<file path="src/rtl/uart_tx_pkg.sv">
package uart_tx_pkg;
    typedef enum logic [1:0] {
        ST_IDLE     = 2'd0,
        ST_DATA     = 2'd1,
        ST_BREAK    = 2'd2,
        ST_PREAMBLE = 2'd3
    } tx_state_t;
endpackage

</file>
<file path="src/rtl/uart_tx_hold.sv">
module uart_tx_hold #(
    parameter int DATA_W = 9
) (
    input  logic              clk,
    input  logic              rst_n,
    input  logic              wr_stb,
    input  logic [DATA_W-1:0] wr_data,
    input  logic              take,
    output logic              full,
    output logic [DATA_W-1:0] data
);
    always_ff @(posedge clk or negedge rst_n) begin
        if (!rst_n) begin
            full <= 1'b0;
            data <= '0;
        end else if (wr_stb) begin
            full <= 1'b1;
            data <= wr_data;
        end else if (take) begin
            full <= 1'b0;
        end
    end

    // the controller only moves a character when one is held
    assert_take_full_R8: assert property (@(posedge clk) disable iff (!rst_n)
        take |-> full);
endmodule

</file>
<file path="src/rtl/uart_tx_req.sv">
module uart_tx_req (
    input  logic clk,
    input  logic rst_n,
    input  logic tx_en,
    input  logic brk_req,
    input  logic pre_take,
    input  logic brk_take,
    output logic pre_pend,
    output logic brk_want
);
    logic en_q, brk_q, brk_pend_q;

    always_ff @(posedge clk or negedge rst_n) begin
        if (!rst_n) begin
            en_q       <= 1'b0;
            brk_q      <= 1'b0;
            pre_pend   <= 1'b0;
            brk_pend_q <= 1'b0;
        end else begin
            en_q  <= tx_en;
            brk_q <= brk_req;
            if (!tx_en)
                pre_pend <= 1'b0;
            else if (!en_q)
                pre_pend <= 1'b1;
            else if (pre_take)
                pre_pend <= 1'b0;
            if (brk_take)
                brk_pend_q <= 1'b0;
            else if (brk_req && !brk_q)
                brk_pend_q <= 1'b1;
        end
    end

    // level keeps breaks going; the captured edge covers short pulses
    assign brk_want = brk_req | brk_pend_q;

    assert_pre_drop_R7: assert property (@(posedge clk) disable iff (!rst_n)
        !tx_en |=> !pre_pend);
endmodule

</file>
<file path="src/rtl/uart_tx_shift.sv">
module uart_tx_shift import uart_tx_pkg::*; #(
    parameter int DATA_W = 9
) (
    input  logic              clk,
    input  logic              rst_n,
    input  logic              tick,
    input  logic              run,
    input  logic              load,
    input  tx_state_t         kind,
    input  logic              nine,
    input  logic [DATA_W-1:0] data,
    output logic              txd,
    output logic              last
);
    localparam int FRAME_W = DATA_W + 2;
    localparam int CNT_W   = $clog2(FRAME_W + 1);

    logic [FRAME_W-1:0] sh_q, frame_val;
    logic [CNT_W-1:0]   cnt_q, len_q, len_val;

    always_comb begin
        unique case (kind)
            ST_BREAK:    frame_val = '0;
            ST_PREAMBLE: frame_val = '1;
            default:     frame_val = nine ? {1'b1, data, 1'b0}
                                          : {2'b11, data[DATA_W-2:0], 1'b0};
        endcase
        len_val = nine ? CNT_W'(FRAME_W) : CNT_W'(FRAME_W - 1);
    end

    always_ff @(posedge clk or negedge rst_n) begin
        if (!rst_n) begin
            sh_q  <= '1;
            cnt_q <= '0;
            len_q <= CNT_W'(FRAME_W - 1);
        end else if (load) begin
            sh_q  <= frame_val;
            cnt_q <= '0;
            len_q <= len_val;
        end else if (run && tick) begin
            sh_q  <= {1'b1, sh_q[FRAME_W-1:1]};
            cnt_q <= cnt_q + CNT_W'(1);
        end
    end

    assign txd  = run ? sh_q[0] : 1'b1;
    assign last = run && (cnt_q == len_q - CNT_W'(1));

    assert_cnt_range_R3: assert property (@(posedge clk) disable iff (!rst_n)
        run |-> (cnt_q < len_q));
endmodule

</file>
<file path="src/rtl/uart_tx_ctrl.sv">
module uart_tx_ctrl import uart_tx_pkg::*; (
    input  logic      clk,
    input  logic      rst_n,
    input  logic      tick,
    input  logic      last,
    input  logic      tx_en,
    input  logic      pre_pend,
    input  logic      brk_want,
    input  logic      buf_full,
    output tx_state_t state_q,
    output logic      load,
    output tx_state_t load_kind,
    output logic      pre_take,
    output logic      brk_take,
    output logic      buf_take
);
    tx_state_t state_d, pick;
    logic      slot;

    always_comb begin
        if (tx_en && pre_pend)
            pick = ST_PREAMBLE;
        else if (tx_en && brk_want)
            pick = ST_BREAK;
        else if (tx_en && buf_full)
            pick = ST_DATA;
        else
            pick = ST_IDLE;

        state_d = state_q;
        slot    = 1'b0;
        unique case (state_q)
            ST_IDLE: begin
                slot = tick;
            end
            ST_DATA, ST_BREAK, ST_PREAMBLE: begin
                slot = tick && last;
            end
        endcase
        if (slot)
            state_d = pick;
    end

    always_ff @(posedge clk or negedge rst_n) begin
        if (!rst_n)
            state_q <= ST_IDLE;
        else
            state_q <= state_d;
    end

    always_comb begin
        load      = slot && (pick != ST_IDLE);
        load_kind = pick;
        pre_take  = slot && (pick == ST_PREAMBLE);
        brk_take  = slot && (pick == ST_BREAK);
        buf_take  = slot && (pick == ST_DATA);
    end

    assert_no_start_disabled_R10: assert property (@(posedge clk) disable iff (!rst_n)
        (state_q == ST_IDLE && !tx_en) |=> (state_q == ST_IDLE));
endmodule

</file>
<file path="src/rtl/uart_tx_brk.sv">
module uart_tx_brk import uart_tx_pkg::*; #(
    parameter int DATA_W = 9
) (
    input  logic              clk,
    input  logic              rst_n,
    input  logic              baud_tick,
    input  logic              tx_en,
    input  logic              brk_req,
    input  logic              nine_bit,
    input  logic              wr_stb,
    input  logic [DATA_W-1:0] wr_data,
    output logic              txd,
    output logic              buf_empty,
    output logic              tx_done
);
    tx_state_t         state, load_kind;
    logic              load, pre_take, brk_take, buf_take;
    logic              pre_pend, brk_want, buf_full, last;
    logic [DATA_W-1:0] hold_data;
    logic              run;

    assign run = (state != ST_IDLE);

    uart_tx_hold #(.DATA_W(DATA_W)) u_hold (
        .clk(clk), .rst_n(rst_n), .wr_stb(wr_stb), .wr_data(wr_data),
        .take(buf_take), .full(buf_full), .data(hold_data)
    );

    uart_tx_req u_req (
        .clk(clk), .rst_n(rst_n), .tx_en(tx_en), .brk_req(brk_req),
        .pre_take(pre_take), .brk_take(brk_take),
        .pre_pend(pre_pend), .brk_want(brk_want)
    );

    uart_tx_ctrl u_ctrl (
        .clk(clk), .rst_n(rst_n), .tick(baud_tick), .last(last),
        .tx_en(tx_en), .pre_pend(pre_pend), .brk_want(brk_want),
        .buf_full(buf_full), .state_q(state), .load(load),
        .load_kind(load_kind), .pre_take(pre_take),
        .brk_take(brk_take), .buf_take(buf_take)
    );

    uart_tx_shift #(.DATA_W(DATA_W)) u_shift (
        .clk(clk), .rst_n(rst_n), .tick(baud_tick), .run(run),
        .load(load), .kind(load_kind), .nine(nine_bit),
        .data(hold_data), .txd(txd), .last(last)
    );

    assign buf_empty = !buf_full;
    assign tx_done   = !run && !buf_full;

    assert_data_start_R2: assert property (@(posedge clk) disable iff (!rst_n)
        (load && load_kind == ST_DATA) |=> !txd);
    assert_break_low_R5: assert property (@(posedge clk) disable iff (!rst_n)
        (state == ST_BREAK) |-> !txd);
    assert_pre_high_R7: assert property (@(posedge clk) disable iff (!rst_n)
        (state == ST_PREAMBLE) |-> txd);
    assert_done_line_R9: assert property (@(posedge clk) disable iff (!rst_n)
        tx_done |-> txd);
endmodule

</file>
<file path="config.mk">
export PLATFORM = sky130hd
export DESIGN_NAME = uart_tx_brk
export DESIGN_NICKNAME = d
export VERILOG_FILES = /design/src/rtl/uart_tx_pkg.sv /design/src/rtl/uart_tx_hold.sv /design/src/rtl/uart_tx_req.sv /design/src/rtl/uart_tx_shift.sv /design/src/rtl/uart_tx_ctrl.sv /design/src/rtl/uart_tx_brk.sv
export SDC_FILE = /design/constraint.sdc
export NUM_CORES = 1
export LEC_CHECK = 0
export BUFFER_PORTS_ARGS = -buffer_cell sky130_fd_sc_hd__buf_4
export CAP_MARGIN = 20
export CORE_MARGIN = 4
export CORE_UTILIZATION = 61
export DETAILED_ROUTE_END_ITERATION = 7
export GPL_TIMING_DRIVEN = 0
export PLACE_DENSITY = 0.83
export SLEW_MARGIN = 20
export SYNTH_ARGS = -nofsm -noshare
export SYNTH_HDL_FRONTEND = slang
export SYNTH_SLANG_ARGS = --single-unit
</file>
<file path="constraint.sdc">
create_clock -name clk -period 5.48 [get_ports clk]
set_input_delay 0 -clock clk [delete_from_list [all_inputs] [get_ports clk]]
set_output_delay 0 -clock clk [all_outputs]
set_load 0.05 [all_outputs]
</file>
-- After elaboration in Yosys (flattened, before gate mapping)
Cells that the tools add are included.
- flip-flop bits (word level): 35
- input bits: 16
- output and inout port bits: 3
- word-level logic and storage cells: 62
- add/sub/neg operators: 2
- equal/unequal tests: 8
- muxes and demuxes: 19
- bitwise logic cells: 1
- reduce and logical (&&, ||, !) cells: 22
- operator list (operator ; count):
    two-way mux 11 bit ; 2
    one-hot mux 11 bit (2 select lines) ; 1
    logical AND 1 bit ; 12
    two-way mux 1 bit ; 10
    two-way mux 10 bit ; 1
    nonzero test 2 bit ; 5
    == test 2 bit, second input constant ; 4
    two-way mux 4 bit ; 2
    adder 4 x 1 -> 4 bit, second input constant ; 1
    == test 2 x 1 -> 1 bit, second input constant ; 2
    == test 4 bit ; 1
    two-way mux 2 bit ; 2
    subtractor 4 x 1 -> 4 bit, second input constant ; 1
    zero test 1 bit ; 3
    inequality test 3 bit, second input constant ; 1
    OR reduction 3 bit ; 1
    zero test 2 bit ; 1
    one-hot mux 1 bit (2 select lines) ; 1
    OR 1 bit ; 1

-- Logic depth before layout (Yosys ltp)
Gate-level depths: netlist (run 1).
- depth in word-level cells: 9
- depth in mapped cells: 6
- depth with buffers taken out: 4

-- Modules after synthesis
Synthesis (run 1) repeated with hierarchy kept, for this count alone.
- cells, all modules: 136
- area total of the unflattened synthesis: 1575.3 sq um
- modules (own cells, without submodules) (module ; instances ; cells an instance ; area each (sq um) ; seq. area each (sq um)):
    uart_tx_shift ; 1 ; 88 ; 855.8 ; 414.1
    uart_tx_hold ; 1 ; 22 ; 409.1 ; 250.2
    uart_tx_ctrl ; 1 ; 13 ; 156.4 ; 50.0
    uart_tx_req ; 1 ; 10 ; 138.9 ; 100.1
    uart_tx_brk ; 1 ; 3 ; 15.0 ; 0.0

-- Worst setup path before layout (run 1)
OpenSTA, ideal clock, no wires.
- kind: reg-to-reg
- start: reg u_shift.cnt_q[1]
- end: reg u_shift.len_q[0]
- library setup time: 0.125 ns
- arrival: 1.785 ns
- path slack: 3.570 ns
- stages on the path, launching flop included: 6
- cell sequence: dfrtp_1 > or3b_1 > a21o_1 > a221oi_4 > buf_6 > mux2_4
- longest elaborated chain between the ends: 5
- ends and longest elaborated chain (element ; line ; RTL):
    start: declaration ; uart_tx_shift.sv:19 ; logic [CNT_W-1:0] cnt_q, len_q, len_val;
    start signal: assignment ; uart_tx_shift.sv:42 ; cnt_q <= cnt_q + CNT_W'(1);
    == test 4 bit ; uart_tx_shift.sv:47 ; assign last = run && (cnt_q == len_q - CNT_W'(1));
    logical AND 1 bit ; uart_tx_shift.sv:47 ;
    logical AND 1 bit ; uart_tx_ctrl.sv:37 ; slot = tick && last;
    one-hot mux 1 bit (2 select lines) ; uart_tx_ctrl.sv:32 ; unique case (state_q)
    logical AND 1 bit ; uart_tx_ctrl.sv:52 ; load = slot && (pick != ST_IDLE);
    end signal: assignment ; uart_tx_shift.sv:35 ; len_q <= CNT_W'(FRAME_W - 1);
    end signal: assignment ; uart_tx_shift.sv:39 ; len_q <= len_val;
    end: declaration ; uart_tx_shift.sv:19 ;
No other way between the ends.
A chain may end at the register's enable or synchronous reset.

-- Worst setup path in the final report (run 1)
Same ends and word-level chain as after synthesis.

==> results.md, run 1 <==
- Initial Util: 63.5%
- Fin. max-slew vios: 0
- WL/cell: 15.1 um
- RSZ-0062 raised after global routing: false
- Final cycle utilization of the critical path: a little under two fifths
- Skew-Pair Late Insertion Delay: roughly 330 ps
- Detail Route Antenna Nets: 0
- Maximum vdd drop: 0.305 mV
- Flop pwr share: between 40% and 50%
- P_int: approximately 510 uW
- Die Height: 58.6 um
- Mapped Nets: 148
- Vias/cell: roughly 5.8
- Yosys Warn Count: 0
- Critical Path Source Type: flop
- Register area share after synthesis: a little over half
- First-pass GRT wire length: about 5300 um
- Worst Path Arrival: between 2000 and 2500 ps
- Total CTS buffers: 5
- Bufs on Longest Clock Path: 2
- Run status: completed
- Filler cell count: 161
- Syn_area_per_cell: about 12 um2
- Final wirelength: ~3000 um
- Crit path time final: between 2000 and 2500 ps
- Net Sw Frac: 32.6%
- Skew final: between 10 and 15 ps
- Layout cells sized above 1: 30.0%
- CTS clk-pin slew, worst paths: ~100 ps
- CTS tree: yes
- Post-CTS setup buffer count: 0
- Drt initial violations: 32
- Die Footprint: 3430 um2
- Post-DP HPWL: between 2000 and 2500 um
- Diode count: 0
- Die W: approximately 59 um
- Net Sw Power: 247 uW
- CTS Sinks: 32
- WS Path Type: flop to flop
- Number of global-route vias before repair: about 1200
- Fmax: between 400 and 500 MHz
- Routability Congestion: 0.822
- Reg2reg start: u_shift.cnt_q[1]
- PostCTS Resize Cnt: 0
- Final core occ: about four fifths
- Clk root buf: clkbuf_4
- Leak: 0.000828 uW
- Reg2reg end: u_shift.len_q[0]
- Vias post-DR: ~1200
- Overall power: around 760 uW
- CP required: around 5700 ps
- Antenna violations before repair: 0
- Row cnt: 18
- I/O pins: 19
- Port Buffer Count: 17
- Mapped Cells: 131
- Post-synthesis cell area: between 1500 and 2000 um2
- First-pass DRT Iterations: 4
- Ranking of synthesized cells by area: dfrtp_1, dfstp_2, mux2i_1
- H-tree Lvls: 2
- Maxcap violations: 0
- DRC: 0
- Crit. End Element: flop
- Final Hold Fails: 0
- Post-synth cell types: 34
- Synth top area share: 33.7%
- Post-synth top area cell: dfrtp_1
- Total track usage: 21.0%
- Core area: 2450 um2
- Endpoints failing setup: 0
- PwrDens: a little under 400 nW/um2
- Area added between synthesis and finish: 23.4%
- Top post-synthesis cells by count: dfrtp_1, mux2i_1, a21oi_1
- Async S/R FF share, synth: between 90% and 100%
- Min-Delay Path Class: primary input to async pin
- Largest net degree at the start of global routing: 33
- Layout Nets: 186
- CP max FO: 10
- Worst slew pin tran: roughly 770 ps
- #FFs+latches synth: 32
- Finished Layout Cells: 200
- GRT overflow: 0
- Final instance area: 1920 um2
- Top-count cell post-synth: dfrtp_1
- Combinational Power Share: between 30% and 40%
- Cells on worst reg2reg path: 5
- Max_slew headroom: 48.6%
- DP Area: approximately 1700 um2
- Synth Flop Type: dfrtp_1
- Cell count after placement: about 180
- Reg2Reg Setup Slack: around 3400 ps
- Clk network pwr share: 18.4%
- Post-synth EDFFs: 0
- Total negative setup slack: 0 ps
[per-layer routing]
metal / up-vias / global-route usage [%] / share of wire, %
met5: - / 0 / 0
met4: 0 / 10.3 / 2.2
met3: 7 / 6.36 / 3.6
met2: 20 / 35.4 / 54
met1: 566 / 24.1 / 41
li1: 557 / - / -
[placed cells by master, fill, tap and decap left out, types with 3 or more instances in the layout]
cell	count
a21oi_1	14
buf_4	17
clkbuf_4	5
a211oi_1	3
inv_1	5
nand2b_1	3
clkbuf_1	4
dfrtp_1	21
dfstp_2	11
a21o_1	4
mux2_2	12
nand2_1	5
dlygate4sd3_1	14
nor2_1	5
mux2i_1	18
[stage by stage]
| stage | worst slack [ps] | hold WS [ps] |
|---|---|---|
| after floorplan | 3570 | -296 |
| after global placement | 3470 | -47.0 |
| after detailed placement | 3460 | -40.1 |
| after CTS | 3440 | 145 |
| after global routing | 3330 | 135 |
| final | 3450 | 127 |
[power groups by stage]
stage               clock [uW]  sequential (uW)  combinational [uW]
floorplan                    0              363                 186
global placement             0              373                 226
detailed placement           0              378                 237
CTS                        143              373                 246
global route               154              382                 271
finish                     139              374                 244
[cell type report]
class                   count  area [um2]  area share [%]
plain buffers               5        27.5            1.43
clock buffers               8        58.8            3.06
inverters                   5        18.8           0.976
multi-input cells          89         698            36.3
flip-flops and latches     32         815            42.4
well taps                  30        37.5            1.95
repair buffers             31         268            13.9
[registers in the layout, summed over array words and instances, names as in the netlist]
signal and flops:
u_hold.full 1, u_ctrl.state_q 2, u_req.en_q 1, u_shift.len_q 1, u_req.pre_pend 1, u_shift.sh_q 11, u_hold.data 9, u_req.brk_pend_q 1
u_shift.cnt_q 4, u_req.brk_q 1
[repair_timing]
item / 4_1_cts / 5_1_grt
hold buffers: 14 / 0
setup endpoints to repair: 0 / 0
endpoints found under the hold margin: 45 / 0
[worst max-delay path by stage]
stage                startpoint                to  slack [ps]  cells past startpoint
2_1_floorplan  u_shift.cnt_q[1]  u_shift.len_q[0]        3570                      5
3_3_place_gp   u_shift.cnt_q[1]  u_shift.len_q[0]        3470                      5
3_5_place_dp   u_shift.cnt_q[1]  u_shift.len_q[0]        3460                      5
4_1_cts        u_shift.cnt_q[1]  u_shift.len_q[0]        3440                      5
5_1_grt        u_shift.cnt_q[1]  u_shift.len_q[0]        3330                      5
6_report       u_shift.cnt_q[1]  u_shift.len_q[0]        3450                      5
[kinds of logic (layout without fill, tap and decap cells)]
group | count (synthesis) | in the layout | share of synthesized area (%)
AOI/OAI and AO/OA | 34 | 34 | 15.2
DFF | 32 | 32 | 52.2
buffers and inverters | 10 | 49 | 2.97
muxes | 31 | 31 | 21.2
adders and majority gates | 1 | 1 | 0.802
and+or+nand+nor | 23 | 23 | 7.63
[worst max-delay path, cell delays in order, from the launching register on]
cell and delay, ps:
dfrtp_1 430, or3b_1 430, a21o_1 270, a221oi_4 280
buf_6 210, mux2_4 300
Note: power is estimated with default switching activity, not from simulation.
==> run 2: changes to the inputs <==
--- a/config.mk
+++ b/config.mk
@@ -5,13 +5,14 @@
 export SDC_FILE = /design/constraint.sdc
 export NUM_CORES = 1
 export LEC_CHECK = 0
+export ABC_AREA = 1
 export BUFFER_PORTS_ARGS = -buffer_cell sky130_fd_sc_hd__buf_4
 export CAP_MARGIN = 20
 export CORE_MARGIN = 4
-export CORE_UTILIZATION = 61
+export CORE_UTILIZATION = 57
 export DETAILED_ROUTE_END_ITERATION = 7
 export GPL_TIMING_DRIVEN = 0
-export PLACE_DENSITY = 0.83
+export PLACE_DENSITY = 0.78
 export SLEW_MARGIN = 20
 export SYNTH_ARGS = -nofsm -noshare
 export SYNTH_HDL_FRONTEND = slang
==> constraint.sdc (replaced) <==
create_clock -name clk -period 2 [get_ports clk]
set_input_delay 0 -clock clk [delete_from_list [all_inputs] [get_ports clk]]
set_output_delay 0 -clock clk [all_outputs]
set_load 0.05 [all_outputs]
==> run 2 against run 1 <==
Setup slack got worse by 2900 ps. Sequential power increased to 2.8 times the previous value. Hold slack worse by 58 ps. Sequential share of layout area decreased by 2.1 points. Utilization shrank 4.9 points. Final cell count increased by 40%. Total power rose to 3.2 times the previous value. First-iteration DRC count rose to 3.3 times the previous value. Sequential cell count is the same. Register-to-register slack got worse by 2900 ps.
==> results.md, run 2 <==
- Synth top area share: 31.9% (-1.8 points)
- Crit-path most repeated cell: dlygate4sd3_1
- Die Height: 61.8 um (+5.5%)
- Die W: 61.8 um (+5.5%)
- Post-synthesis cell area: 1650 um2 (+5.8%)
- First-pass DRT Iterations: 4 (unchanged)
- CTS clk-pin slew, worst paths: 100 ps (about the same)
- Synth Area in XOR/XNOR: 0.531% (+0.53 points)
- Worst Path Arrival: 1700 ps (-560 ps)
- Top-count cell post-synth: nand2_1
- Post-synthesis simple-gate area fraction: 34.1% (+27 points)
- Largest net degree at the start of global routing: 33 (unchanged)
- Final core occ: 73.4% (-4.9 points)
- Crit path time final: 1430 ps
- Leak: 0.00108 uW (+30%)
- Top post-synthesis cells by count: nand2_1, dfrtp_1, inv_1
- Core area: 2760 um2 (+12%)
- Critical Path Source Type: primary input
- Total track usage: 22.6% (+1.7 points)
- Skew-Pair Late Insertion Delay: 340 ps (about the same)
- Die Footprint: 3820 um2 (+11%)
- Layout Nets: 265 (+42%)
- Max_slew headroom: 73.9% (+25 points)
- P_int: 1470 uW (+190%)
- WS Path Type: primary input to flop
- Net Sw Frac: 39.2% (+6.5 points)
- PwrDens: 1190 nW/um2 (+200%)
- Diode count: 0 (unchanged)
- Port Buffer Count: 18 (+1)
- Register area share after synthesis: 49.4% (-2.9 points)
- Worst slew pin tran: 392 ps (-375 ps)
- Biggest register: u_shift.sh_q
- WL/cell: 12.4 um (-18%)
- Post-synth cell types: 28 (-18%)
- Mapped Cells: 209 (+60%)
- Mapped Nets: 226 (+53%)
- Vias/cell: 5.25 (-8.6%)
- Clk network pwr share: 15.9% (-2.5 points)
- Min-Delay Path Class: primary input to flop
- Post-synth EDFFs: 0 (unchanged)
- Adder-cell share of the synthesized area: 0.759% (-0.044 points)
- Area added between synthesis and finish: 22.8%
- Leading cell type in the layout, fill and taps excluded: nand2_1
- Vias post-DR: 1471 (+28%)
- Hold Slack: 68.3 ps (-58.5 ps)
- CTS tree: yes
- Row cnt: 19 (+1)
- Maximum vdd drop: 1.27 mV (+320%)
- Antenna violations before repair: 0 (unchanged)
- Total negative setup slack: 0 ps (unchanged)
- Final instance area: 2020 um2 (+5.3%)
- H-tree Lvls: 2 (unchanged)
- Number of global-route vias before repair: 1422 (+18%)
- GRT overflow: 0 (unchanged)
- Final cycle utilization of the critical path: between 70 and 80%
- Final wirelength: 3470 um (+15%)
- Dpl ws: 614 ps (-2840 ps)
- Endpoints failing setup: 0 (unchanged)
- I/O pins: 19 (unchanged)
- Setup ws final: 571 ps (-2880 ps)
- Max reg flops: 11 (unchanged)
- Most frequent cells in the layout: nand2_1, dfrtp_1, buf_4
- Flop pwr share: 43.8% (-5.6 points)
- RSZ-0062 raised after global routing: false
- CTS Sinks: 32 (unchanged)
- DRC: 0 (unchanged)
- Fin. max-slew vios: 0 (unchanged)
- Detail Route Antenna Nets: 0 (unchanged)
- Maxcap violations: 0 (unchanged)
- Yosys Warn Count: 0 (unchanged)
- Total CTS buffers: 5 (unchanged)
- CP max FO: 10 (unchanged)
- Crit. End Element: flop
- Clk root buf: clkbuf_4
- Reg2Reg Setup Slack: 590 ps (-2860 ps)
- Combinational Power Share: 40.3% (+8.1 points)
- First-pass GRT wire length: 6250 um (+18%)
- Crit path cell chain: dlygate4sd3_1 -> buf_4 -> clkbuf_1 -> nand2_1 -> o21ai_0 -> dlygate4sd3_1
- Post-DP HPWL: 2340 um (+16%)
- Slowest CP cell: dlygate4sd3_1
- Syn_area_per_cell: 7.89 um2 (-34%)
- Max incr delay on CP: 570 ps (+140 ps)
- Largest family of logic cells by synthesized area: simple AND/OR/NAND/NOR gates
- DP Area: 1820 um2 (+5.7%)
- Final Hold Fails: 0 (unchanged)
- Net Sw Power: 947 uW (+280%)
- Skew final: 12.1 ps (+1.68 ps)
- CP required: 2270 ps (-3430 ps)
- Largest registers: u_shift.sh_q x11, u_hold.data x9, u_shift.cnt_q x4
- Fmax: around 700 MHz
- Layout cells sized above 1: 23.3% (-6.7 points)
- Bufs on Longest Clock Path: 2 (unchanged)
- Run status: completed
- Post-synthesis compound-gate area fraction: 6.83% (-8.3 points)
- Async S/R FF share, synth: 100% (unchanged)
- Post-synth top area cell: dfrtp_1
- Ranking of synthesized cells by area: dfrtp_1, nand2_1, dfstp_2
- Synth Flop Type: dfrtp_1
- Initial Util: 59.8% (-3.7 points)
- Routability Congestion: 0.845 (+2.8%)
- Drt initial violations: 105 (+230%)
- #FFs+latches synth: 32 (unchanged)
- Post-synthesis mux area share: 0% (-21 points)
-- run 2: changes by cell type in the layout (fill, tap and decap cells not counted), sizes merged, moves of 3 or more --
cell / previous run / this run
mux2i: 18 / 0
nand4: 0 / 12
a21oi: 14 / 9
a21o: 4 / 0
nand2b: 3 / 0
nand2: 5 / 89
o21ai: 3 / 7
inv: 5 / 20
nand3: 2 / 15
mux2: 13 / 0
a211oi: 3 / 0
buf: 20 / 26
-- run 2: cells by family after synthesis --
group	count (synthesis)
xor gates and xnor gates	1
AOI/OAI and AO/OA	20
adders and majority gates	1
DFF	32
buffers and inverters	30
and+or+nand+nor	125
-- run 2: critical path: cells and delay by family --
family | cells | cell delay, ps
AO/OA/AOI/OAI | 1 | 80
buffers and inverters | 4 | 1530
AND/OR/NAND/NOR | 1 | 90
-- run 2: cell type report --
cell class / instances / area (um2)
well taps: 31 / 38.8
multi-input cells: 147 / 697
repair buffers: 32 / 275
inverters: 20 / 75.1
flip-flops and latches: 32 / 815
clock inverters: 2 / 10.0
plain buffers: 10 / 62.6
fillers: 211 / 733
clock buffers: 6 / 51.3
-- run 2: power by group through the flow --
stage                     clock network [uW]  registers (uW)  logic, uW
after global routing                     424            1090       1130
after detailed placement                   0            1070        944
final                                    384            1060        974
after CTS                                396            1060        983
after global placement                     0            1060        911
after floorplan                            0            1040        748
-- run 2: metrics by stage --
| step | power [uW] | instances |
|---|---|---|
| after floorplan | 1790 | 209 |
| after global placement | 1970 | 258 |
| after detailed placement | 2020 | 258 |
| after CTS | 2440 | 280 |
| after global routing | 2650 | 280 |
| final | 2420 | 280 |
-- run 2: final timing paths --
| path | from | endpoint | cells past startpoint |
|---|---|---|---|
| min reg2reg | u_req.en_q | u_req.pre_pend | 1 |
| max in group asynchronous | rst_n | u_shift.sh_q[2] | 2 |
| min | baud_tick | u_req.brk_pend_q | 4 |
| max | wr_stb | u_hold.data[8] | 6 |
| min in group asynchronous | rst_n | u_req.en_q | 2 |
| max reg2reg | u_shift.cnt_q[0] | u_shift.sh_q[7] | 9 |
-- run 2: metal layers --
layer  wire [um]  GRT usage, %  vias up
met1        1510          28.4      671
met2        1700          36.3       42
met3         150          6.20       14
met5           0             0        -
li1            -             -      744
met4         118          10.3        0
-- run 2: what timing repair did --
| item | 4_1_cts | 5_1_grt |
|---|---|---|
| setup buffers | 0 | 0 |
| hold buffers | 14 | 0 |
| endpoints found under the hold margin | 46 | 0 |
| resized for setup | 0 | 0 |
